[src/rtl/dbs_pkg.sv]
package dbs_pkg;

    localparam int unsigned CNT_W = 8;

    typedef enum logic [1:0] {
        CLS_HIT      = 2'd0,
        CLS_ROWMISS  = 2'd1,
        CLS_PAGEMISS = 2'd2
    } acc_class_e;

    localparam logic [CNT_W-1:0] CK_ONE   = CNT_W'(1);
    localparam logic [CNT_W-1:0] CK_TWO   = CNT_W'(2);
    localparam logic [CNT_W-1:0] CK_GAP   = CNT_W'(3);
    localparam logic [CNT_W-1:0] CK_FOUR  = CNT_W'(4);
    localparam logic [CNT_W-1:0] CK_FIVE  = CNT_W'(5);
    localparam logic [CNT_W-1:0] POST_AT  = CNT_W'(4);

    // first-beat cycle for an access, counted from the accepting cycle as 1
    function automatic logic [CNT_W-1:0] leadoff(input logic wr, input acc_class_e c,
                                                 input logic closed);
        if (closed) return CNT_W'(9);
        case (c)
            CLS_HIT:     return wr ? CNT_W'(10) : CNT_W'(6);
            CLS_ROWMISS: return wr ? CNT_W'(11) : CNT_W'(10);
            default:     return wr ? CNT_W'(13) : CNT_W'(12);
        endcase
    endfunction

    // length of one refresh sequence for a kind code
    function automatic logic [CNT_W-1:0] refresh_len(input logic [1:0] kind);
        case (kind)
            2'd0:    return CNT_W'(16);
            2'd1:    return CNT_W'(17);
            default: return CNT_W'(18);
        endcase
    endfunction

endpackage

[src/rtl/dbs_open_row.sv]
module dbs_open_row import dbs_pkg::*; #(
    parameter int unsigned ROW_W = 12
) (
    input  logic             clk,
    input  logic             rst,
    input  logic             set,
    input  logic             clear,
    input  logic             closed,
    input  logic [ROW_W-1:0] row_in,
    output acc_class_e       cls
);
    logic             valid_q;
    logic [ROW_W-1:0] open_q;

    always_ff @(posedge clk) begin
        if (rst) begin
            valid_q <= 1'b0;
            open_q  <= '0;
        end else if (clear) begin
            valid_q <= 1'b0;
        end else if (set) begin
            valid_q <= !closed;
            open_q  <= row_in;
        end
    end

    always_comb begin
        if (!valid_q)              cls = CLS_ROWMISS;
        else if (open_q == row_in) cls = CLS_HIT;
        else                       cls = CLS_PAGEMISS;
    end
endmodule

[src/rtl/dbs_cpu_timer.sv]
module dbs_cpu_timer import dbs_pkg::*; #(
    parameter int unsigned MA_W = 12
) (
    input  logic             clk,
    input  logic             rst,
    input  logic             start,
    input  logic             ras_clear,
    input  logic [CNT_W-1:0] lead,
    input  logic [CNT_W-1:0] ras_at,
    input  logic [1:0]       last_beat,
    input  logic             posted,
    input  logic             wr,
    input  logic             ras_keep,
    input  logic             closed,
    input  logic [MA_W-1:0]  row,
    input  logic [MA_W-1:0]  col,
    output logic             active,
    output logic             rdy,
    output logic             cas_low,
    output logic             ras_low,
    output logic             wr_active,
    output logic [MA_W-1:0]  ma
);
    logic             active_q, col_on, ras_low_q, posted_q, wr_q, closed_q;
    logic [CNT_W-1:0] tcyc, cas_at, ras_at_q, post_last;
    logic [1:0]       bidx, lastb;
    logic [MA_W-1:0]  row_q, col_q;
    logic             beat_now;

    assign beat_now  = active_q && col_on && (tcyc == cas_at);
    assign post_last = POST_AT + CNT_W'(lastb);

    always_ff @(posedge clk) begin
        if (rst) begin
            active_q  <= 1'b0;
            col_on    <= 1'b0;
            ras_low_q <= 1'b0;
            posted_q  <= 1'b0;
            wr_q      <= 1'b0;
            closed_q  <= 1'b0;
            tcyc      <= '0;
            cas_at    <= '0;
            ras_at_q  <= '0;
            bidx      <= '0;
            lastb     <= '0;
            row_q     <= '0;
            col_q     <= '0;
        end else if (start) begin
            active_q  <= 1'b1;
            col_on    <= 1'b0;
            ras_low_q <= ras_keep;
            posted_q  <= posted;
            wr_q      <= wr;
            closed_q  <= closed;
            tcyc      <= CK_TWO;
            cas_at    <= lead;
            ras_at_q  <= ras_at;
            bidx      <= '0;
            lastb     <= last_beat;
            row_q     <= row;
            col_q     <= col;
        end else begin
            if (ras_clear) ras_low_q <= 1'b0;
            if (active_q) begin
                tcyc <= tcyc + CK_ONE;
                if (tcyc == ras_at_q - CK_ONE) ras_low_q <= 1'b1;
                // column goes out one clock ahead of its strobe
                if (!col_on && tcyc == cas_at - CK_TWO) col_on <= 1'b1;
                if (col_on && tcyc == cas_at + CK_ONE && bidx != lastb) begin
                    bidx   <= bidx + 2'd1;
                    cas_at <= cas_at + CK_GAP;
                end
                if (beat_now && bidx == lastb) begin
                    active_q <= 1'b0;
                    if (closed_q) ras_low_q <= 1'b0;
                end
            end
        end
    end

    assign active    = active_q;
    assign cas_low   = beat_now;
    assign ras_low   = ras_low_q;
    assign wr_active = active_q && wr_q;
    assign rdy       = posted_q ? (active_q && tcyc >= POST_AT && tcyc <= post_last) : beat_now;
    assign ma        = col_on ? {col_q[MA_W-1:2], col_q[1:0] ^ bidx} : row_q;
endmodule

[src/rtl/dbs_refresh_engine.sv]
module dbs_refresh_engine import dbs_pkg::*; #(
    parameter int unsigned MA_W = 12
) (
    input  logic            clk,
    input  logic            rst,
    input  logic            start,
    input  logic [1:0]      kind,
    input  logic            four,
    output logic            active,
    output logic            ras_low,
    output logic            cas_low,
    output logic            ack,
    output logic [MA_W-1:0] ma
);
    logic             active_q, cbr_q;
    logic [CNT_W-1:0] rp, dlen;
    logic [1:0]       unit, last_unit;
    logic [MA_W-1:0]  rrow;

    assign ack = active_q && (unit == last_unit) && (rp == dlen - CK_ONE);

    always_ff @(posedge clk) begin
        if (rst) begin
            active_q  <= 1'b0;
            cbr_q     <= 1'b0;
            rp        <= '0;
            dlen      <= '0;
            unit      <= '0;
            last_unit <= '0;
            rrow      <= '0;
        end else if (start) begin
            active_q  <= 1'b1;
            cbr_q     <= kind[1];
            rp        <= CK_ONE;
            dlen      <= refresh_len(kind);
            unit      <= '0;
            last_unit <= four ? 2'd3 : 2'd0;
        end else if (active_q) begin
            if (ack) begin
                active_q <= 1'b0;
                rrow     <= rrow + MA_W'(1);
            end else if (rp == dlen - CK_ONE) begin
                rp   <= '0;
                unit <= unit + 2'd1;
                rrow <= rrow + MA_W'(1);
            end else begin
                rp <= rp + CK_ONE;
            end
        end
    end

    assign active  = active_q;
    assign ras_low = active_q && rp >= CK_TWO && rp < dlen - CK_FOUR;
    assign cas_low = active_q && cbr_q && rp >= CK_ONE && rp < dlen - CK_FOUR;
    assign ma      = rrow;

    assert_single_ack_R10: assert property (@(posedge clk) disable iff (rst)
        ack |=> !ack);
endmodule

[src/rtl/dram_burst_sequencer.sv]
module dram_burst_sequencer import dbs_pkg::*; #(
    parameter int unsigned MA_W = 12
) (
    input  logic              clk,
    input  logic              rst,
    input  logic              cpu_req,
    input  logic              cpu_we,
    input  logic              cpu_burst,
    input  logic [2*MA_W-1:0] cpu_addr,
    input  logic              posted_en,
    input  logic              closed_row_en,
    output logic              cpu_rdy,
    input  logic              rfsh_req,
    input  logic [1:0]        rfsh_kind,
    input  logic              rfsh_four,
    output logic              rfsh_ack,
    output logic              dram_ras_n,
    output logic              dram_cas_n,
    output logic              dram_we_n,
    output logic [MA_W-1:0]   dram_ma
);
    logic [MA_W-1:0]  req_row, req_col, cpu_ma, rf_ma;
    logic             cpu_active, cpu_cas, cpu_ras, cpu_wr;
    logic             rf_active, rf_ras, rf_cas;
    logic             idle, rf_start, cpu_start;
    acc_class_e       cls;
    logic [CNT_W-1:0] lead, ras_at;

    assign req_row   = cpu_addr[2*MA_W-1:MA_W];
    assign req_col   = cpu_addr[MA_W-1:0];
    assign idle      = !cpu_active && !rf_active;
    assign rf_start  = idle && rfsh_req;
    assign cpu_start = idle && !rfsh_req && cpu_req;

    assign lead   = leadoff(cpu_we, cls, closed_row_en);
    assign ras_at = closed_row_en ? lead - CK_FIVE :
                    (cls == CLS_HIT) ? '0 : lead - CK_FOUR;

    dbs_open_row #(.ROW_W(MA_W)) u_row (
        .clk(clk), .rst(rst), .set(cpu_start), .clear(rf_start),
        .closed(closed_row_en), .row_in(req_row), .cls(cls)
    );

    dbs_cpu_timer #(.MA_W(MA_W)) u_cpu (
        .clk(clk), .rst(rst), .start(cpu_start), .ras_clear(rf_start),
        .lead(lead), .ras_at(ras_at),
        .last_beat(cpu_burst ? 2'd3 : 2'd0),
        .posted(posted_en && cpu_we), .wr(cpu_we),
        .ras_keep(!closed_row_en && cls == CLS_HIT), .closed(closed_row_en),
        .row(req_row), .col(req_col),
        .active(cpu_active), .rdy(cpu_rdy), .cas_low(cpu_cas), .ras_low(cpu_ras),
        .wr_active(cpu_wr), .ma(cpu_ma)
    );

    dbs_refresh_engine #(.MA_W(MA_W)) u_rf (
        .clk(clk), .rst(rst), .start(rf_start), .kind(rfsh_kind), .four(rfsh_four),
        .active(rf_active), .ras_low(rf_ras), .cas_low(rf_cas), .ack(rfsh_ack),
        .ma(rf_ma)
    );

    assign dram_ras_n = !(rf_active ? rf_ras : cpu_ras);
    assign dram_cas_n = !(cpu_cas || rf_cas);
    assign dram_we_n  = !cpu_wr;
    assign dram_ma    = rf_active ? rf_ma : cpu_ma;

    assert_quiet_in_refresh_R12: assert property (@(posedge clk) disable iff (rst)
        rf_active |-> !cpu_rdy);
    assert_cas_one_cycle_R4: assert property (@(posedge clk) disable iff (rst)
        (cpu_active && !dram_cas_n) |=> dram_cas_n);
    assert_cas_under_ras_R7: assert property (@(posedge clk) disable iff (rst)
        (cpu_active && !dram_cas_n) |-> !dram_ras_n);
    assert_we_in_access_R14: assert property (@(posedge clk) disable iff (rst)
        !dram_we_n |-> cpu_active);
endmodule

[config.mk]
export PLATFORM = sky130hd
export DESIGN_NAME = dram_burst_sequencer
export DESIGN_NICKNAME = d
export VERILOG_FILES = /design/src/rtl/dbs_pkg.sv /design/src/rtl/dbs_open_row.sv /design/src/rtl/dbs_cpu_timer.sv /design/src/rtl/dbs_refresh_engine.sv /design/src/rtl/dram_burst_sequencer.sv
export SDC_FILE = /design/constraint.sdc
export NUM_CORES = 1
export LEC_CHECK = 0
export ABC_AREA = 1
export BUFFER_PORTS_ARGS = -buffer_cell sky130_fd_sc_hd__buf_4
export CORE_UTILIZATION = 40
export DETAILED_ROUTE_END_ITERATION = 8
export GPL_TIMING_DRIVEN = 0
export PLACE_DENSITY = 0.64
export SLEW_MARGIN = 20
export SYNTH_ARGS = -nofsm -noshare
export SYNTH_HDL_FRONTEND = slang
export SYNTH_SLANG_ARGS = --single-unit
[constraint.sdc]
create_clock -name clk -period 2.4 [get_ports clk]
set_input_delay 0.36 -clock clk [delete_from_list [all_inputs] [get_ports clk]]
set_output_delay 0.36 -clock clk [all_outputs]
set_load 0.05 [all_outputs]
==> metrics.txt <==
post-synthesis register bit count 95; DR vias 5,730; global-route wire length before repair 26,300 um; mapped cell area 5700 um^2; HP Class in -> reg; combinational power share 0.189; Finished Layout Cells 1,126; Remaining Overflow, GRT 0; final instance area 6670 um^2; Final Hold Fails 0; via/cell ratio 5.09; WP data arrival 1.96 ns; CTS tree yes; Synth Area in XOR/XNOR 0.0476; vias in the first global route 5,182; clock sinks 95; Layout area overhead 17.0%; sequential share of the synthesized area 0.334; Routed WL per cell 14.5 um; Residual DRC 0; die footprint 14,700 um^2; clock share of power 0.356; insertion delay to the later sink of the worst-skew pair 0.34 ns; Max transition margin 0.579; Mapped Nets 936; largest net degree at the start of global routing 15; Worst-Margin Slew 0.632 ns; post-synthesis simple-gate area fraction 0.339; Antenna Nets Post-Route 0; Post-synth ARST share 0; IO Port Bufs 51; # fillers 1,459; Post-Route Skew 0.0108 ns; cell count after synthesis 877; Synth cell types 40; Sum Neg Setup Slack 0 ns; Commonest cells post-synth nand2_1, inv_1, nor2_1; crit path kind reg -> out; VDD IR-drop max 0.000321 V; Initial DRC Count 300; pwr/cell area 558 nW/um^2; largest area contributor in the netlist dfxtp_1; Crit Path Max Fanout 5; WL final 16,300 um; DR pass1 iterations 4; most frequent cell after synthesis nand2_1; H-tree Lvls 3; Net Sw Frac 0.301; post-synthesis compound-gate area fraction 0.133; Post-Synth Adder-Cell Area 0.0527; layout cells sized above 1 0.131; largest family of logic cells by synthesized area simple AND/OR/NAND/NOR gates; post-synth top area share 0.334; max_cap viols 0; crit start category flip-flop; Avg Inst Size Synth 6.50 um^2; Post-synth EDFFs 0; Antenna diodes 0; mux share of post-synthesis cell area 0; dpl cells 1,108; Layout Nets 1,003; hold_buf cts 0; Area contributors post-synth dfxtp_1, nand2_1, inv_1, nor2_1, nand3_1; Initial Utilization 0.411; dpl hpwl 12,500 um; leakage 3.01 nW; Internal Power 2.60 mW; status finished, final reports clean; FP Rows 43; Max Slew Vio Count 0; RSZ-0062 raised after global routing false; clock root cell clkbuf_16; Tmin final 2.32 ns; Net Switching 1.12 mW; Flop pwr share 0.455; Tcrit/Tclk final 0.968; IO Count 52; Clock Pin Slew Worst Setup and Hold Paths 0.07 ns; Total GRT Usage 0.229; worst path required time 2.04 ns; clk buf depth 2; worst hold slack 0.239 ns; # setup viols final 0; CTS buffer count 9; dpl cell area 6310 um^2; gpl congestion 0.904; Synth Warn # 0; CP Capture Type output port; Die X 121 um; Die H 121 um; fmax 0.430 GHz; core box area 13,900 um^2; Most used DFF post-synth dfxtp_1; initial antenna violation count 0
kinds of logic (layout without fill, tap and decap cells):
| family | after synthesis | in the layout |
|---|---|---|
| buf+inv | 140 | 209 |
| compound gates | 141 | 141 |
| flops | 95 | 95 |
| simple gates | 446 | 446 |
| xor+xnor | 31 | 31 |
| fa+ha+maj | 24 | 24 |
cells in the final DEF, fill, tap and decap left out, types with 2 or more instances in the layout:
cell type / count
clkbuf_2: 3
nand2_1: 220
nor3_1: 17
dfxtp_1: 89
nand2_2: 4
clkbuf_1: 8
clkbuf_16: 9
nor3b_1: 2
inv_1: 100
buf_2: 11
nand3b_1: 3
ha_4: 2
xor2_1: 21
inv_2: 15
a21oi_1: 53
o22ai_1: 3
nor4_1: 3
ha_1: 22
buf_4: 55
a22oi_1: 8
clkinvlp_4: 2
nor2_1: 95
nand4_1: 26
nor2_2: 5
o21ai_1: 5
dfxtp_2: 6
nand3_1: 64
o21ai_0: 61
xnor2_1: 10
o211ai_1: 2
metrics by stage:
stage / setup WS (ns) / utilization / total power [mW]
floorplan: 0.0482 / - / 2.18
global placement: 0.0856 / 0.454 / 2.40
detailed placement: 0.0726 / 0.454 / 2.41
CTS: 0.00300 / 0.477 / 3.74
global route: 0.00101 / 0.481 / 3.89
finish: 0.0770 / 0.481 / 3.72
metal layers:
metal	wire (um)	vias up	track usage
met5	0	-	0
met4	418	0	0.0918
met3	653	25	0.0296
met2	7450	114	0.373
met1	7800	2601	0.305
li1	-	2990	-
registers in the layout (all words and copies together) (netlist names), 2 cells and up:
| name | flops |
|---|---|
| u_cpu.ras_at_q | 5 |
| u_rf.ma | 12 |
| u_rf.dlen | 3 |
| u_cpu.row_q | 12 |
| u_rf.unit | 2 |
| u_cpu.bidx | 2 |
| u_cpu.col_q | 12 |
| u_cpu.cas_at | 8 |
| u_rf.rp | 8 |
| u_row.open_q | 12 |
| u_cpu.tcyc | 8 |
final timing paths:
check / start / end / slack [ns] / cells past startpoint
worst max-delay path: u_cpu.tcyc[4] / cpu_rdy / 0.08 / 8
worst min-delay path: cpu_addr[10] / u_cpu.col_q[10] / 0.24 / 3
worst max register to register: u_cpu.active / u_cpu.ras_at_q[1] / 0.20 / 8
worst min register to register: u_cpu.wr_q / u_cpu.wr_q / 0.45 / 2
layout make-up:
cell class	instances	area (um^2)	share of cell area
inverter	117	443	0.0664
clock inverter	3	21.3	0.00319
timing repair buffer	56	424	0.0636
multi-input combinational	642	3300	0.495
sequential	95	1910	0.286
tap	180	225	0.0338
buffer	23	104	0.0156
clock buffer	10	239	0.0358
power groups by stage:
stage	Clock, mW	Combinational (mW)	Sequential [mW]
floorplan	0	0.470	1.71
global placement	0	0.676	1.72
detailed placement	0	0.679	1.73
CTS	1.35	0.700	1.69
global route	1.40	0.780	1.70
finish	1.33	0.705	1.69
worst max-delay path, cell delays in order (launching register included):
cell and delay (ns):
dfxtp_1 0.38, inv_2 0.13, nand2_1 0.09, nand2_1 0.12, inv_1 0.08, nor3_2 0.22, nand3_1 0.19, o21ai_1 0.19
buf_4 0.22
timing repair:
action                                  4_1_cts  5_1_grt
setup buffers                                 1        4
cloned                                        0        0
gates resized for setup                      16       10
pin swaps                                     4        3
hold endpoints to repair                      0        0
endpoints found under the setup margin       14       12
Note: power is estimated with default switching activity, not from simulation.
